`src/rtl/pla_pkg.sv`:
```
package pla_pkg;
  typedef enum logic [1:0] {
    LIT_SKIP = 2'b00,
    LIT_POS  = 2'b01,
    LIT_NEG  = 2'b10,
    LIT_KILL = 2'b11
  } lit_code_e;

  function automatic logic lit_pass(input logic [1:0] code, input logic x);
    case (lit_code_e'(code))
      LIT_SKIP: lit_pass = 1'b1;
      LIT_POS:  lit_pass = x;
      LIT_NEG:  lit_pass = ~x;
      default:  lit_pass = 1'b0;
    endcase
  endfunction
endpackage

```
`src/rtl/pla_cfg_store.sv`:
```
module pla_cfg_store #(
  parameter int N_IN    = 4,
  parameter int N_TERM  = 16,
  parameter int N_OUT   = 4,
  parameter int TERM_AW = 4
) (
  input  logic                                clk,
  input  logic                                rst_n,
  input  logic                                wr_valid,
  output logic                                wr_ready,
  input  logic [TERM_AW-1:0]                  wr_term,
  input  logic [2*N_IN-1:0]                   wr_and,
  input  logic [N_OUT-1:0]                    wr_or,
  output logic [N_TERM-1:0][2*N_IN-1:0]       and_mem,
  output logic [N_TERM-1:0][N_OUT-1:0]        or_mem
);
  localparam int ROW_W = 2 * N_IN;

  logic               pend_q;
  logic [TERM_AW-1:0] term_q;
  logic [ROW_W-1:0]   and_q;
  logic [N_OUT-1:0]   or_q;
  logic               fire;

  assign wr_ready = ~pend_q;
  assign fire     = wr_valid & wr_ready;

  always_ff @(posedge clk or negedge rst_n) begin
    if (!rst_n) begin
      pend_q  <= 1'b0;
      term_q  <= '0;
      and_q   <= '0;
      or_q    <= '0;
      and_mem <= '1;
      or_mem  <= '0;
    end else begin
      if (fire) begin
        pend_q <= 1'b1;
        term_q <= wr_term;
        and_q  <= wr_and;
        or_q   <= wr_or;
      end
      if (pend_q) begin
        pend_q <= 1'b0;
        if (int'(term_q) < N_TERM) begin
          and_mem[term_q] <= and_q;
          or_mem[term_q]  <= or_q;
        end
      end
    end
  end

  // the port stalls for the commit cycle after an accept
  assert_ready_drop_R6: assert property (@(posedge clk) disable iff (!rst_n)
    fire |=> !wr_ready);
  // the stall lasts a single cycle
  assert_ready_back_R6: assert property (@(posedge clk) disable iff (!rst_n)
    !wr_ready |=> wr_ready);
  // the accepting edge leaves the live matrix untouched
  assert_hold_matrix_R7: assert property (@(posedge clk) disable iff (!rst_n)
    fire |=> ($stable(and_mem) && $stable(or_mem)));
endmodule

```
`src/rtl/pla_and_plane.sv`:
```
module pla_and_plane
  import pla_pkg::*;
#(
  parameter int N_IN   = 4,
  parameter int N_TERM = 16
) (
  input  logic                          clk,
  input  logic                          rst_n,
  input  logic [N_TERM-1:0][2*N_IN-1:0] and_mem,
  input  logic [N_IN-1:0]               in_vec,
  output logic [N_TERM-1:0]             term_vec
);
  for (genvar t = 0; t < N_TERM; t++) begin : g_term
    logic prod;
    logic killed;

    always_comb begin
      prod = 1'b1;
      for (int i = 0; i < N_IN; i++) begin
        prod = prod & lit_pass(and_mem[t][2*i +: 2], in_vec[i]);
      end
    end
    assign term_vec[t] = prod;

    always_comb begin
      killed = 1'b0;
      for (int i = 0; i < N_IN; i++) begin
        if (and_mem[t][2*i +: 2] == LIT_KILL) killed = 1'b1;
      end
    end

    // a kill code anywhere in the row silences the term
    assert_kill_term_R3: assert property (@(posedge clk) disable iff (!rst_n)
      killed |-> !term_vec[t]);
  end
endmodule

```
`src/rtl/pla_or_plane.sv`:
```
module pla_or_plane #(
  parameter int N_TERM        = 16,
  parameter int N_OUT         = 4,
  parameter int TERMS_PER_OUT = 4,
  parameter bit PAL_MODE      = 1'b0
) (
  input  logic                         clk,
  input  logic                         rst_n,
  input  logic [N_TERM-1:0]            term_vec,
  input  logic [N_TERM-1:0][N_OUT-1:0] or_mem,
  output logic [N_OUT-1:0]             f_out
);
  if (PAL_MODE) begin : g_fixed
    logic unused_mask;
    assign unused_mask = ^or_mem;
    for (genvar o = 0; o < N_OUT; o++) begin : g_out
      assign f_out[o] = |term_vec[o*TERMS_PER_OUT +: TERMS_PER_OUT];
    end
  end else begin : g_prog
    for (genvar o = 0; o < N_OUT; o++) begin : g_out
      logic [N_TERM-1:0] col;
      always_comb begin
        for (int t = 0; t < N_TERM; t++) col[t] = or_mem[t][o];
      end
      assign f_out[o] = |(term_vec & col);
    end
  end

  // with no live product term, no output can be high
  assert_no_term_no_out_R4: assert property (@(posedge clk) disable iff (!rst_n)
    (term_vec == '0) |-> (f_out == '0));
endmodule

```
`src/rtl/pla_array.sv`:
```
module pla_array #(
  parameter int N_IN          = 4,
  parameter int N_TERM        = 16,
  parameter int N_OUT         = 4,
  parameter int TERMS_PER_OUT = 4,
  parameter bit PAL_MODE      = 1'b0,
  localparam int TERM_AW      = (N_TERM > 1) ? $clog2(N_TERM) : 1
) (
  input  logic               clk,
  input  logic               rst_n,
  input  logic               cfg_valid,
  output logic               cfg_ready,
  input  logic [TERM_AW-1:0] cfg_term,
  input  logic [2*N_IN-1:0]  cfg_and,
  input  logic [N_OUT-1:0]   cfg_or,
  input  logic [N_IN-1:0]    in_vec,
  output logic [N_OUT-1:0]   f_out
);
  logic [N_TERM-1:0][2*N_IN-1:0] and_mem;
  logic [N_TERM-1:0][N_OUT-1:0]  or_mem;
  logic [N_TERM-1:0]             term_vec;

  pla_cfg_store #(
    .N_IN(N_IN), .N_TERM(N_TERM), .N_OUT(N_OUT), .TERM_AW(TERM_AW)
  ) u_store (
    .clk(clk), .rst_n(rst_n),
    .wr_valid(cfg_valid), .wr_ready(cfg_ready),
    .wr_term(cfg_term), .wr_and(cfg_and), .wr_or(cfg_or),
    .and_mem(and_mem), .or_mem(or_mem)
  );

  pla_and_plane #(.N_IN(N_IN), .N_TERM(N_TERM)) u_and (
    .clk(clk), .rst_n(rst_n),
    .and_mem(and_mem), .in_vec(in_vec), .term_vec(term_vec)
  );

  pla_or_plane #(
    .N_TERM(N_TERM), .N_OUT(N_OUT),
    .TERMS_PER_OUT(TERMS_PER_OUT), .PAL_MODE(PAL_MODE)
  ) u_or (
    .clk(clk), .rst_n(rst_n),
    .term_vec(term_vec), .or_mem(or_mem), .f_out(f_out)
  );

  // leaving reset, all outputs are low and the port is open
  assert_reset_clear_R8: assert property (@(posedge clk) disable iff (!rst_n)
    $rose(rst_n) |-> (f_out == '0 && cfg_ready));
endmodule

```
`config.mk`:
```
export PLATFORM = sky130hd
export DESIGN_NAME = pla_array
export DESIGN_NICKNAME = d
export VERILOG_FILES = /design/src/rtl/pla_pkg.sv /design/src/rtl/pla_cfg_store.sv /design/src/rtl/pla_and_plane.sv /design/src/rtl/pla_or_plane.sv /design/src/rtl/pla_array.sv
export SDC_FILE = /design/constraint.sdc
export NUM_CORES = 1
export LEC_CHECK = 0
export BUFFER_PORTS_ARGS = -buffer_cell sky130_fd_sc_hd__buf_2
export CELL_PAD_IN_SITES_DETAIL_PLACEMENT = 1
export CELL_PAD_IN_SITES_GLOBAL_PLACEMENT = 2
export CORE_ASPECT_RATIO = 0.75
export CORE_UTILIZATION = 25
export DETAILED_ROUTE_END_ITERATION = 6
export GPL_ROUTABILITY_DRIVEN = 0
export PLACE_DENSITY_LB_ADDON = 0.1
export SYNTH_ARGS = -nofsm -noshare
export SYNTH_HDL_FRONTEND = slang
export SYNTH_SLANG_ARGS = --single-unit
```
`constraint.sdc`:
```
create_clock -name clk -period 2.15 [get_ports clk]
set_input_delay 0.43 -clock clk [delete_from_list [all_inputs] [get_ports clk]]
set_output_delay 0.43 -clock clk [all_outputs]
set_load 0.02 [all_outputs]
```
==> parameters.txt <==
Parameter                              Value

Run status
  Outcome ... finished, violations left
  Failing checks ... negative setup slack

Die
  Std-Cell Rows ... 60
  Die extent in y ... between 150 and 200 um
  Width of the chip ... about 220 um
  Ports ... 28
  Die area ... 37640 um^2
  Initial Utilization ... 0.2552
  Core outline area ... 36110 um^2

Timing
  RSZ-0062 raised after global routing ... true
  Worst-case setup margin in the final layout ... -0.5357 ns
  Final setup viols ... 4
  Worst Max-Slew Pin Slew ... 1.003 ns
  Final Skew ... roughly 0.021 ns
  Count of final hold-check violations ... 0
  Portion of the clock cycle consumed by the worst path in the final layout ... 1.249
  Hold slack final ... ~0.12 ns
  Crit path time final ... between 2 and 3 ns
  Max_slew headroom ... 0.3312
  Final total negative setup slack ... -2.075 ns
  Maximum operating frequency ... around 370 MHz
  Count of final max-slew check failures ... 0

Clock network
  Clk Latency, worst-skew pair ... 0.54 ns
  CTS tree ... done
  Post-CTS setup buffer count ... 0
  Number of sinks driven by the clock tree ... 209
  Number of buffers on the longest clock path ... 3
  Number of clock buffers inserted by TritonCTS ... 25
  Clock transition time at the flip-flop clock pins of the worst setup and hold paths ... ~0.06 ns
  Root Buffer ... clkbuf_16
  H-tree level count ... 1

Routing
  Via total after detailed routing ... 5291
  Iteration-0 DRC Markers ... around 150
  Final ANT Viol Nets ... 0
  Sum of met3 wire segment lengths after detailed routing ... 681 um
  Highest metal used ... met4
  Routed vias/inst ... around 4.5
  Detailed-router iteration count before antenna repair ... 4
  Residual DRC ... 0
  Average wire length per cell after detail routing ... between 20 and 25 um
  Metal-1 WL ... 12.98 mm
  Met2 WL post-DR ... approximately 11 mm
  Total Routed Length ... between 20 and 30 mm

Global routing
  Largest net degree at the start of global routing ... 46
  Gr ovfl total ... 0
  Wire length of the first global-routing pass ... 40.01 mm
  Combined global-route utilization of all metal layers ... 0.1437
  Vias in the first global route ... about 6100
  Initial antenna violation count ... 1

Synth
  Count of flip-flops with a built-in enable after synthesis ... 0
  Multiplexer share of the synthesized area ... 0.3278
  Share of synthesized cell area in full adder, half adder and majority cells ... 0
  Mapped Avg Cell Area ... around 15 um^2
  Xor and xnor fraction of the mapped netlist area ... 0
  Simple-Gate Fraction of Synth Area ... 0.03313
  Unique masters post-synth ... 26
  Post-Synthesis Cells ... a little under 600
  Synth Net Count ... between 600 and 700
  Dominant register cell in the synthesized netlist ... dfstp_2
  Synthesis Warnings ... 0
  Flops & latches, synth ... between 200 and 250
  Compound-Gate Fraction of Synth Area ... 0.03041
  FFs w/ async S/R, synth ... 1.000
  Share of synthesized area occupied by flip-flops and latches ... 0.5849
  Combinational family with the most area after synthesis ... multiplexers
  Total standard cell area after synthesis ... 9215 um^2

Pwr
  Pwr dens ... about 1500 nW/um^2
  Internal power ... ~12 mW
  Switching share of power ... 0.2930
  Worst IR Drop VDD ... about 0.00044 V
  Switching component of the power ... 4.856 mW
  Power share of the clock group ... 0.260
  Sequential power share ... 0.455
  Combinational Power Share ... 0.285
  Leakage dissipation ... ~4.7 nW

Setup path
  Setup crit end kind ... output port
  Worst Setup Path Type ... flop to output port
  Ordered list of cells on the worst path ... mux2i_1 > and4_4 > a22o_1 > a221oi_4 > nand4_1 > buf_6
  Crit path max-delay family ... flip-flops
  Startpoint Class ... flop
  Max stage delay cell, worst path ... dfstp_2
  Endpoint of the lowest-slack register-to-register path ... u_store.or_mem[34]
  Crit path buf inv count ... 1
  Start of the worst register-to-register path ... u_store.term_q[1]
  Internal reg-to-reg setup slack ... approximately 0.32 ns
  Data arrival time at the worst-slack endpoint ... about 2.3 ns
  Depth of the worst register-to-register path ... 3
  CP Max Fanout ... 4
  Required time at the worst-slack endpoint ... ~1.7 ns
  Max incr delay on CP ... around 0.53 ns

Place
  Port Buffer Count ... 27
  Cell total after placement ... approximately 1100
  Half-perimeter wire length after detailed placement ... around 18 mm

Min path
  Min-Delay Path Class ... input port to flop
  Hold path startpoint ... cfg_and[7]
  Min-Delay Endpoint ... u_store.and_q[7]
  Hold Path Cell Cnt ... 2

Final layout
  Most frequent standard cell in the layout excluding fill and tap cells ... mux2_2
  # nets final ... 689
  Filler cell count in the final layout ... approximately 3800
  Commonest cells after routing, fill and taps aside ... mux2_2 (197), dfstp_2 (128), dfrtp_1 (81)
  Share of cells above drive strength 1 ... 0.7095
  Final core area utilization ... 0.3117
  Non-filler instance count after layout ... approximately 1200
  Layout-stage area growth over the synthesis result ... 22.16%

Run
  Total of max-cap violations ... 0
## layer usage
layer	up-vias	global-route usage
li1	2356	-
met5	-	0
met3	39	0.02304
met2	66	0.2183
met1	2830	0.2085
met4	0	0.04378
## cell families after synthesis
family | count (synthesis)
AND/OR/NAND/NOR | 45
multiplexers | 272
buffers and inverters | 39
flip-flops | 209
AO/OA/AOI/OAI | 32
## worst max path at each step
stage                                    start       end  slack [ns]  cells past startpoint
after floorplan                      in_vec[0]  f_out[0]        0.03                      7
after global placement               in_vec[2]  f_out[2]       -0.54                      7
after detailed placement             in_vec[2]  f_out[2]       -0.66                      7
after CTS                  u_store.and_mem[73]  f_out[2]       -0.60                      7
after global routing      u_store.and_mem[106]  f_out[0]       -0.66                      7
final                      u_store.and_mem[89]  f_out[2]       -0.54                      6
## cell usage after synthesis (5+ instances only)
cell type / number / area share
mux2_2: 197 / 0.24
buf_6: 5 / 0.0061
nor2_1: 10 / 0.0041
mux2i_1: 64 / 0.070
a221oi_1: 16 / 0.015
buf_2: 16 / 0.0087
dfrtp_1: 81 / 0.22
mux2_4: 10 / 0.016
and4_1: 15 / 0.014
a22o_1: 16 / 0.015
dfstp_2: 128 / 0.36
clkbuf_1: 13 / 0.0053
## area by class of cell
class                           count  area, um^2  area share
Tap cell                          496       620.6     0.05513
Sequential cell                   209        5390      0.4788
Timing Repair Buffer               80       649.4     0.05769
Antenna cell                        1       2.502   0.0002223
Clock inverter                      6       61.31    0.005446
Multi-Input combinational cell    349        3737      0.3320
Clock buffer                       40       792.0     0.07036
Inverter                            1       3.754   0.0003334
## power by group through the flow
stage / Clock (mW) / Sequential [mW] / Combinational [mW]
detailed placement: 0 / 7.55 / 4.39
global placement: 0 / 7.47 / 4.28
floorplan: 0 / 7.12 / 2.96
global route: 4.62 / 7.81 / 5.16
finish: 4.32 / 7.54 / 4.72
CTS: 4.49 / 7.55 / 4.72
## stage by stage
step           power, mW  setup slack (ns)  area [um^2]
4_1_cts            16.76           -0.6050        11220
5_1_grt            17.59           -0.6578        11250
2_1_floorplan      10.08           0.03204         9215
6_report           16.57           -0.5357        11260
3_5_place_dp       11.94           -0.6586        10240
3_3_place_gp       11.75           -0.5412        10240
## repair_timing
| item | CTS | global route |
|---|---|---|
| hold endpoints to repair | 17 | 0 |
| hold buffers | 1 | 0 |
| endpoints found under the setup margin | 4 | 4 |
| pin swaps | 9 | 6 |
| gates resized for setup | 30 | 9 |
## sequential cells by signal, indices dropped and copies added, names as in the netlist
signal,cells
u_store.or_q,4
u_store.pend_q,1
u_store.and_q,8
u_store.term_q,4
u_store.or_mem,64
u_store.and_mem,128
(Power assumes the default switching activity.)
